File: src/rtl/srs_pkg.sv
package srs_pkg;
    localparam int SR_W      = 32;
    localparam int IMM_W     = 15;
    localparam int CAUSE_W   = 5;
    localparam int ACK_W     = 2;
    localparam int CARRY_BIT = 2;
    localparam int IE_BIT    = 1;
    localparam int UM_BIT    = 3;
    localparam logic [CAUSE_W-1:0] CAUSE_PRIV = 5'b00111;
    localparam logic [ACK_W-1:0]   ACK_ON     = 2'b11;

    typedef struct packed {
        logic [SR_W-1:0]    status;
        logic [SR_W-1:0]    pend;
        logic [SR_W-1:0]    rd;
        logic [CAUSE_W-1:0] cause;
        logic [ACK_W-1:0]   ack;
        logic               exc;
    } srs_state_t;
endpackage

File: src/rtl/srs_mask_trim.sv
module srs_mask_trim
    import srs_pkg::*;
#(
    parameter int USE_MMU = 1
) (
    input  logic [IMM_W-1:0] imm,
    output logic [SR_W-1:0]  mask
);
    localparam int EFF_W = (USE_MMU != 0) ? IMM_W : IMM_W - 1;

    generate
        if (EFF_W == IMM_W) begin : g_full
            assign mask = {{(SR_W-IMM_W){1'b0}}, imm};
        end else begin : g_short
            logic unused_top;
            assign unused_top = imm[IMM_W-1];
            assign mask = {{(SR_W-EFF_W){1'b0}}, imm[EFF_W-1:0]};
        end
    endgenerate
endmodule

File: src/rtl/srs_priv_chk.sv
module srs_priv_chk
    import srs_pkg::*;
#(
    parameter int USE_MMU = 1
) (
    input  logic            user_mode,
    input  logic [SR_W-1:0] mask,
    output logic            trap
);
    localparam logic [SR_W-1:0] EXEMPT = SR_W'(1) << CARRY_BIT;

    generate
        if (USE_MMU != 0) begin : g_check
            assign trap = user_mode && ((mask & ~EXEMPT) != '0);
        end else begin : g_open
            logic unused_in;
            assign unused_in = user_mode ^ (^mask);
            assign trap = 1'b0;
        end
    endgenerate
endmodule

File: src/rtl/srs_unit.sv
module srs_unit
    import srs_pkg::*;
#(
    parameter int USE_MMU = 1,
    parameter int LOW_LAT = 1
) (
    input  logic               clk,
    input  logic               rst,
    input  logic               go,
    input  logic [IMM_W-1:0]   imm,
    output logic [SR_W-1:0]    rd_o,
    output logic [SR_W-1:0]    status_o,
    output logic [ACK_W-1:0]   ack_o,
    output logic               exc_o,
    output logic [CAUSE_W-1:0] cause_o
);
    localparam logic [SR_W-1:0] CARRY_M = SR_W'(1) << CARRY_BIT;

    srs_state_t st_q, st_d;
    logic [SR_W-1:0] mask;
    logic            trap;

    srs_mask_trim #(.USE_MMU(USE_MMU)) u_trim (
        .imm  (imm),
        .mask (mask)
    );

    srs_priv_chk #(.USE_MMU(USE_MMU)) u_priv (
        .user_mode (st_q.status[UM_BIT]),
        .mask      (mask),
        .trap      (trap)
    );

    always_comb begin
        st_d        = st_q;
        st_d.status = st_q.status | st_q.pend;
        st_d.pend   = '0;
        st_d.ack    = '0;
        st_d.exc    = 1'b0;
        if (go) begin
            st_d.rd = st_q.status;
            if (trap) begin
                st_d.exc   = 1'b1;
                st_d.cause = CAUSE_PRIV;
            end else begin
                st_d.status = st_d.status | (mask & CARRY_M);
                st_d.pend   = mask & ~CARRY_M;
                if ((LOW_LAT != 0) && mask[IE_BIT]) begin
                    st_d.ack = ACK_ON;
                end
            end
        end
    end

    always_ff @(posedge clk) begin
        if (rst) begin
            st_q <= '0;
        end else begin
            st_q <= st_d;
        end
    end

    assign rd_o     = st_q.rd;
    assign status_o = st_q.status;
    assign ack_o    = st_q.ack;
    assign exc_o    = st_q.exc;
    assign cause_o  = st_q.cause;
endmodule

File: config.mk
export PLATFORM = sky130hd
export DESIGN_NAME = srs_unit
export DESIGN_NICKNAME = d
export VERILOG_FILES = /design/src/rtl/srs_pkg.sv /design/src/rtl/srs_mask_trim.sv /design/src/rtl/srs_priv_chk.sv /design/src/rtl/srs_unit.sv
export SDC_FILE = /design/constraint.sdc
export NUM_CORES = 1
export LEC_CHECK = 0
export BUFFER_PORTS_ARGS = -buffer_cell sky130_fd_sc_hd__buf_2
export CORE_ASPECT_RATIO = 1.1
export CORE_MARGIN = 5
export CORE_UTILIZATION = 49
export CTS_BUF_LIST = sky130_fd_sc_hd__clkbuf_2
export CTS_CLUSTER_DIAMETER = 120
export DETAILED_ROUTE_END_ITERATION = 6
export GPL_TIMING_DRIVEN = 0
export PLACE_DENSITY = 0.82
export SLEW_MARGIN = 10
export SYNTH_ARGS = -nofsm -noshare
export SYNTH_HDL_FRONTEND = slang
export SYNTH_SLANG_ARGS = --single-unit
File: constraint.sdc
create_clock -name clk -period 1.2 [get_ports clk]
set_input_delay 0.12 -clock clk [delete_from_list [all_inputs] [get_ports clk]]
set_output_delay 0.12 -clock clk [all_outputs]
set_load 0.005 [all_outputs]
==> flow_summary.json, run 1 <==
{
  "status": "complete, no violations",
  "coreArea_mm2": 0.00402,
  "wl_um": 4660,
  "firstDrtPassIters": 4,
  "yosysWarnings": 0,
  "ant_nets": 0,
  "setup.worst_path.start_class": "register",
  "grt_use_total": 0.160,
  "io_pins": 90,
  "die_h_um": 78.0,
  "critPathBufInv": 2,
  "crit_slowest_cell": "dfxtp_2",
  "synth_area_leaders": "dfxtp_1 45%, buf_4 26%, nor2_1 8.2%, mux2i_1 7.3%, nor2_2 2.7%",
  "die_x_um": 71.8,
  "r2r-start": "status_o[3]",
  "finalHoldViolCount": 0,
  "ys_seq_area_frac": 0.447,
  "hpwlAfterDp_um": 3300,
  "gp_congestion": 0.750,
  "ys_types": 22,
  "overflow": 0,
  "p_per_area_mw_per_mm2": 962,
  "cp_cell_sequence": "buf_4 > buf_2",
  "p_leak_nw": 1.54,
  "area.growth.synth_to_final_pct": 41.6,
  "syn_area_mm2": 0.00206,
  "n_antenna_cell": 0,
  "grt_pass1_vias": 1623,
  "min_path_cells": 3,
  "cp-end-kind": "primary output",
  "tightest_slew_ns": 0.538,
  "syn_inst": 221,
  "grt_pass1_wl_um": 7070,
  "floorplan.die_area_mm2": 0.00560,
  "cp_data_required_time_ns": 1.08,
  "ys_async_sr_fraction": 0,
  "synth.area.mux_share": 0.0729,
  "drt-vias-per-instance": 4.18,
  "path_delay_family": "flip-flops",
  "grt_max_degree": 16,
  "min_to": "status_o[2]",
  "irDropWorstVdd_mv": 0.437,
  "post_drt_wl_per_cell_um": 12.1,
  "report.final.setup_viol": 0,
  "root_buffer": "clkbuf_2",
  "min_path_type": "primary input to register",
  "cts_num_sinks": 46,
  "fmax_ghz": 0.845,
  "finalCritPeriodShare": 0.986,
  "final_nets": 350,
  "std_cell_rows": 24,
  "r2r-end": "st_q[47]",
  "insertion_delay_ns": 0.43,
  "critPathMaxStageDelay_ns": 0.39,
  "fill_cells": 306,
  "antenna_found_initial": 0,
  "synth-compound-area-share": 0.0213,
  "synth-edff-count": 0,
  "start_util": 0.512,
  "drive_gt1_frac": 0.538,
  "reg2reg_depth": 4,
  "ys.flop_type": "dfxtp_1",
  "rrSetupSlack_ns": 0.04,
  "ys_ff_latch": 46,
  "cts_tree": "yes",
  "critical_path_peak_fanout": 3,
  "crit_type": "register to primary output",
  "min_period_ns": 1.18,
  "final_max_slew_viol_count": 0,
  "preCtsSetupSlack_ns": 0.0146,
  "numCtsBuffers": 5,
  "cts_htree_levels": 2,
  "avgSynthCellArea_um2": 9.32,
  "synth-simple-area-share": 0.174,
  "drcViolationCount": 0,
  "drt-initial-drc-count": 95,
  "rsz0062_at_grt": "yes",
  "yosysTopAreaCellShare": 0.447,
  "io_buffers": 52,
  "drv_cap": 0,
  "vias": 1611,
  "relSlewSlack": 0.642,
  "clk_pin_slew_ns": 0.24,
  "hp-start": "imm[2]",
  "synth-xor-area-share": 0,
  "clk_path_buf_depth": 2,
  "fin_ws_ns": 0.0165,
  "finalPower_w": 0.00281,
  "synth_top_family_by_area": "buffers and inverters",
  "finClkSkew_ns": 0.0235,
  "synth_fa_ha_area_frac": 0,
  "cp.arrival_ns": 1.06,
  "synth_area_leader_cell": "dfxtp_1"
}
## power breakdown
part / internal, W / switching (W) / leakage [nW] / total, W
Combinational: 0.000310 / 0.000219 / 1.13 / 0.000529
Sequential: 0.00160 / 0.0000412 / 0.386 / 0.00164
Clock: 0.000143 / 0.000497 / 0.0289 / 0.000640
Total: 0.00205 / 0.000757 / 1.54 / 0.00281
## cell usage after synthesis, types with 2 or more instances
cell type,count
buf_4,72
dfxtp_1,46
nor2_1,45
mux2i_1,15
nand2_1,11
nor2_2,9
and3_1,3
inv_1,3
buf_2,2
clkbuf_1,2
nor4_2,2
## worst max-delay path by stage
stage | start | to | slack, ns | depth (start not counted)
4_1_cts | status_o[14] | status_o[14] | 0.003 | 2
3_3_place_gp | imm[9] | st_q[53] | 0.007 | 5
5_1_grt | status_o[14] | status_o[14] | -0.02 | 2
2_1_floorplan | status_o[3] | st_q[43] | 0.18 | 4
6_report | status_o[14] | status_o[14] | 0.02 | 2
3_5_place_dp | imm[0] | st_q[53] | 0.01 | 5
## kinds of logic after synthesis
logic type,Yosys count
flops,46
compound gates,4
simple gates,74
buf+inv,81
mux,15
other cells,1
## worst register-to-register path, cell delays in order, from the launching register on
cell and delay, ns:
dfxtp_4 0.42, inv_1 0.09, a41oi_4 0.28, buf_6 0.22
nor2_2 0.06
## area by class of cell
class | count | area [µm²] | area share
Tap cell | 52 | 65.1 | 0.0223
Timing Repair Buffer | 74 | 569 | 0.195
Clock buffer | 5 | 25.0 | 0.00858
Clock inverter | 3 | 21.3 | 0.00729
Buffer | 73 | 553 | 0.190
Sequential cell | 46 | 956 | 0.328
Multi-Input combinational cell | 129 | 717 | 0.246
Inverter | 3 | 11.3 | 0.00386
## layout by cell type, fill, tap and decap left out
cell type / synthesis / routed
nor2_4: 1 / 1
conb_1: 1 / 36
buf_6: 1 / 22
dfxtp_4: 0 / 2
buf_2: 2 / 36
a22o_2: 1 / 1
dfxtp_1: 46 / 22
a21oi_1: 1 / 1
clkbuf_2: 0 / 5
clkbuf_1: 2 / 2
dfxtp_2: 0 / 22
and2b_2: 0 / 1
clkinvlp_4: 0 / 1
nor2_1: 45 / 45
clkinv_4: 0 / 1
nand2_1: 11 / 11
clkbuf_4: 0 / 1
a41oi_4: 0 / 1
inv_1: 3 / 3
clkinv_2: 0 / 1
nor4_4: 1 / 3
buf_4: 72 / 70
buf_1: 1 / 1
nor2_2: 9 / 9
and2_2: 1 / 1
a211oi_2: 1 / 1
and3_1: 3 / 3
dlygate4sd3_1: 0 / 15
mux2i_1: 15 / 15
## metrics by stage
| step | hold slack (ns) | std cells | setup TNS, ns | cell area, µm² | util |
|---|---|---|---|---|---|
| after global routing | 0.0176 | 385 | -0.175 | 2920 | 0.725 |
| after floorplan | 0.234 | 256 | 0 | 2190 | - |
| after detailed placement | 0.372 | 360 | 0 | 2520 | 0.626 |
| after CTS | 0.0121 | 383 | 0 | 2730 | 0.678 |
| after global placement | 0.373 | 360 | 0 | 2520 | 0.626 |
| final | 0.0533 | 385 | 0 | 2920 | 0.725 |
## state kept, by name (all words and copies together) (netlist names)
signal / flops
rd_o: 15
status_o: 15
st_q: 14
cause_o: 1
exc_o: 1
## timing repair
| action | CTS | global route |
|---|---|---|
| hold endpoints to repair | 15 | 0 |
| buffers inserted | 0 | 7 |
| resized for setup | 4 | 48 |
| endpoints found under the setup margin | 15 | 38 |
| hold buffers | 15 | 0 |
## per-layer routing
layer | GRT usage | routed length (µm)
met4 | 0.0602 | 65
met5 | 0 | 0
met3 | 0.0575 | 324
met1 | 0.157 | 1770
met2 | 0.301 | 2500
(Power assumes the default switching activity.)
==> run 2, diff against run 1 <==
--- a/config.mk
+++ b/config.mk
@@ -14,6 +14,7 @@
 export DETAILED_ROUTE_END_ITERATION = 6
 export GPL_TIMING_DRIVEN = 0
 export PLACE_DENSITY = 0.82
+export REMOVE_ABC_BUFFERS = 1
 export SLEW_MARGIN = 10
 export SYNTH_ARGS = -nofsm -noshare
 export SYNTH_HDL_FRONTEND = slang
==> flow_summary.json, run 2 (synthesis results as in run 1) <==
{
  "status": "complete, no violations",
  "gp_congestion": 0.750,
  "preCtsSetupSlack_ns": -0.470,
  "coreArea_mm2": 0.00402,
  "hold_slack_ns": 0.0413,
  "cp_cell_sequence": "dlygate4sd3_1 > buf_2 > nor2_1 > a41oi_4 > buf_4 > a22o_2",
  "post_drt_wl_per_cell_um": 11.6,
  "drt-initial-drc-count": 40,
  "min_to": "status_o[2]",
  "io_buffers": 53,
  "relSlewSlack": 0.618,
  "crit_slowest_cell": "dlygate4sd3_1",
  "finalHoldViolCount": 0,
  "hp-start": "imm[2]",
  "instances_no_fill": 307,
  "critical_path_peak_fanout": 5,
  "insertion_delay_ns": 0.40,
  "cts_htree_levels": 2,
  "overflow": 0,
  "clk_pin_slew_ns": 0.23,
  "antenna_found_initial": 0,
  "r2r-start": "status_o[3]",
  "clk_path_buf_depth": 2,
  "cts_num_sinks": 46,
  "fill_cells": 384,
  "final_cell_mix": "53 x buf_2, 46 x dfxtp_1, 45 x nor2_1, 36 x conb_1, 15 x mux2i_1",
  "p_per_area_mw_per_mm2": 1270,
  "cts_tree": "yes",
  "grt_pass1_wl_um": 5620,
  "fmax_ghz": 0.840,
  "grt_pass1_vias": 1254,
  "min_path_cells": 3,
  "report.final.setup_viol": 0,
  "vias": 1255,
  "tightest_slew_ns": 0.572,
  "min_path_type": "primary input to register",
  "rsz0062_at_grt": "no",
  "finalSetupTns_ns": 0,
  "start_util": 0.512,
  "cp.arrival_ns": 1.53,
  "final_max_slew_viol_count": 0,
  "critPathMaxStageDelay_ns": 0.53,
  "reg2reg_depth": 4,
  "fin_ws_ns": 0.00982,
  "finClkSkew_ns": 0.0139,
  "hpwlAfterDp_um": 2510,
  "path_delay_family": "buffers and inverters",
  "critPathBufInv": 3,
  "setup.worst_path.start_class": "primary input",
  "numPlacedInstances": 283,
  "wl_um": 3560,
  "area.growth.synth_to_final_pct": 6.68,
  "drv_cap": 0,
  "std_cell_rows": 24,
  "die_h_um": 78.0,
  "min_period_ns": 1.19,
  "crit_type": "primary input to register",
  "final_nets": 272,
  "drive_gt1_frac": 0.314,
  "final_common_cell": "buf_2",
  "irDropWorstVdd_mv": 0.491,
  "final_core_util": 0.546,
  "n_antenna_cell": 0,
  "cp_data_required_time_ns": 1.54,
  "r2r-end": "cause_o[0]",
  "p_leak_nw": 1.11,
  "finalCritPeriodShare": 0.992,
  "numCtsBuffers": 5,
  "io_pins": 90,
  "ant_nets": 0,
  "cp-end-kind": "register",
  "floorplan.die_area_mm2": 0.00560,
  "drcViolationCount": 0,
  "grt_use_total": 0.128,
  "rrSetupSlack_ns": 0.09,
  "grt_max_degree": 33,
  "firstDrtPassIters": 4,
  "die_x_um": 71.8,
  "root_buffer": "clkbuf_2",
  "drt-vias-per-instance": 4.09
}
[run 2: worst max path at each step]
stage | startpoint | to | depth (start not counted)
after floorplan | status_o[3] | exc_o | 3
after global placement | imm[9] | cause_o[0] | 4
after detailed placement | imm[9] | cause_o[0] | 4
after CTS | imm[1] | cause_o[0] | 6
after global routing | st_q[41] | ack_o[1] | 1
final | imm[1] | cause_o[0] | 6
[run 2: power breakdown]
part / internal [W] / switching, W
Clock: 0.000350 / 0.000494
Sequential: 0.00160 / 0.0000340
Combinational: 0.000145 / 0.000168
[run 2: layer usage]
layer,vias to the layer above,routed length [µm],GRT usage
met1,560,1350,0.130
met2,47,1890,0.234
li1,646,-,-
met4,0,34,0.0508
met5,-,0,0
met3,2,293,0.0473
[run 2: per-stage QoR]
stage	cell area, µm²	total power (W)
final	2200	0.00279
after global placement	1950	0.00191
after CTS	2200	0.00281
after global routing	2200	0.00294
after floorplan	1620	0.00179
after detailed placement	1950	0.00192
[run 2: tightest hold or removal path, stage by stage]
cell and delay [ns]:
buf_2 0.09, a21oi_1 0.16, a211oi_2 0.06
[run 2: final cells by class]
cell class / count / area [µm²] / share of cell area
Clock inverter: 3 / 45.0 / 0.0205
Tap cell: 52 / 65.1 / 0.0296
Multi-Input combinational cell: 129 / 698 / 0.318
Inverter: 3 / 11.3 / 0.00512
Timing Repair Buffer: 69 / 433 / 0.197
Clock buffer: 5 / 25.0 / 0.0114
Sequential cell: 46 / 921 / 0.419
[run 2: what timing repair did]
item / CTS / global route
hold buffers: 14 / 0
endpoints found under the setup margin: 14 / 0
gates resized for setup: 1 / 0
buffers inserted: 2 / 0
hold endpoints to repair: 14 / 0
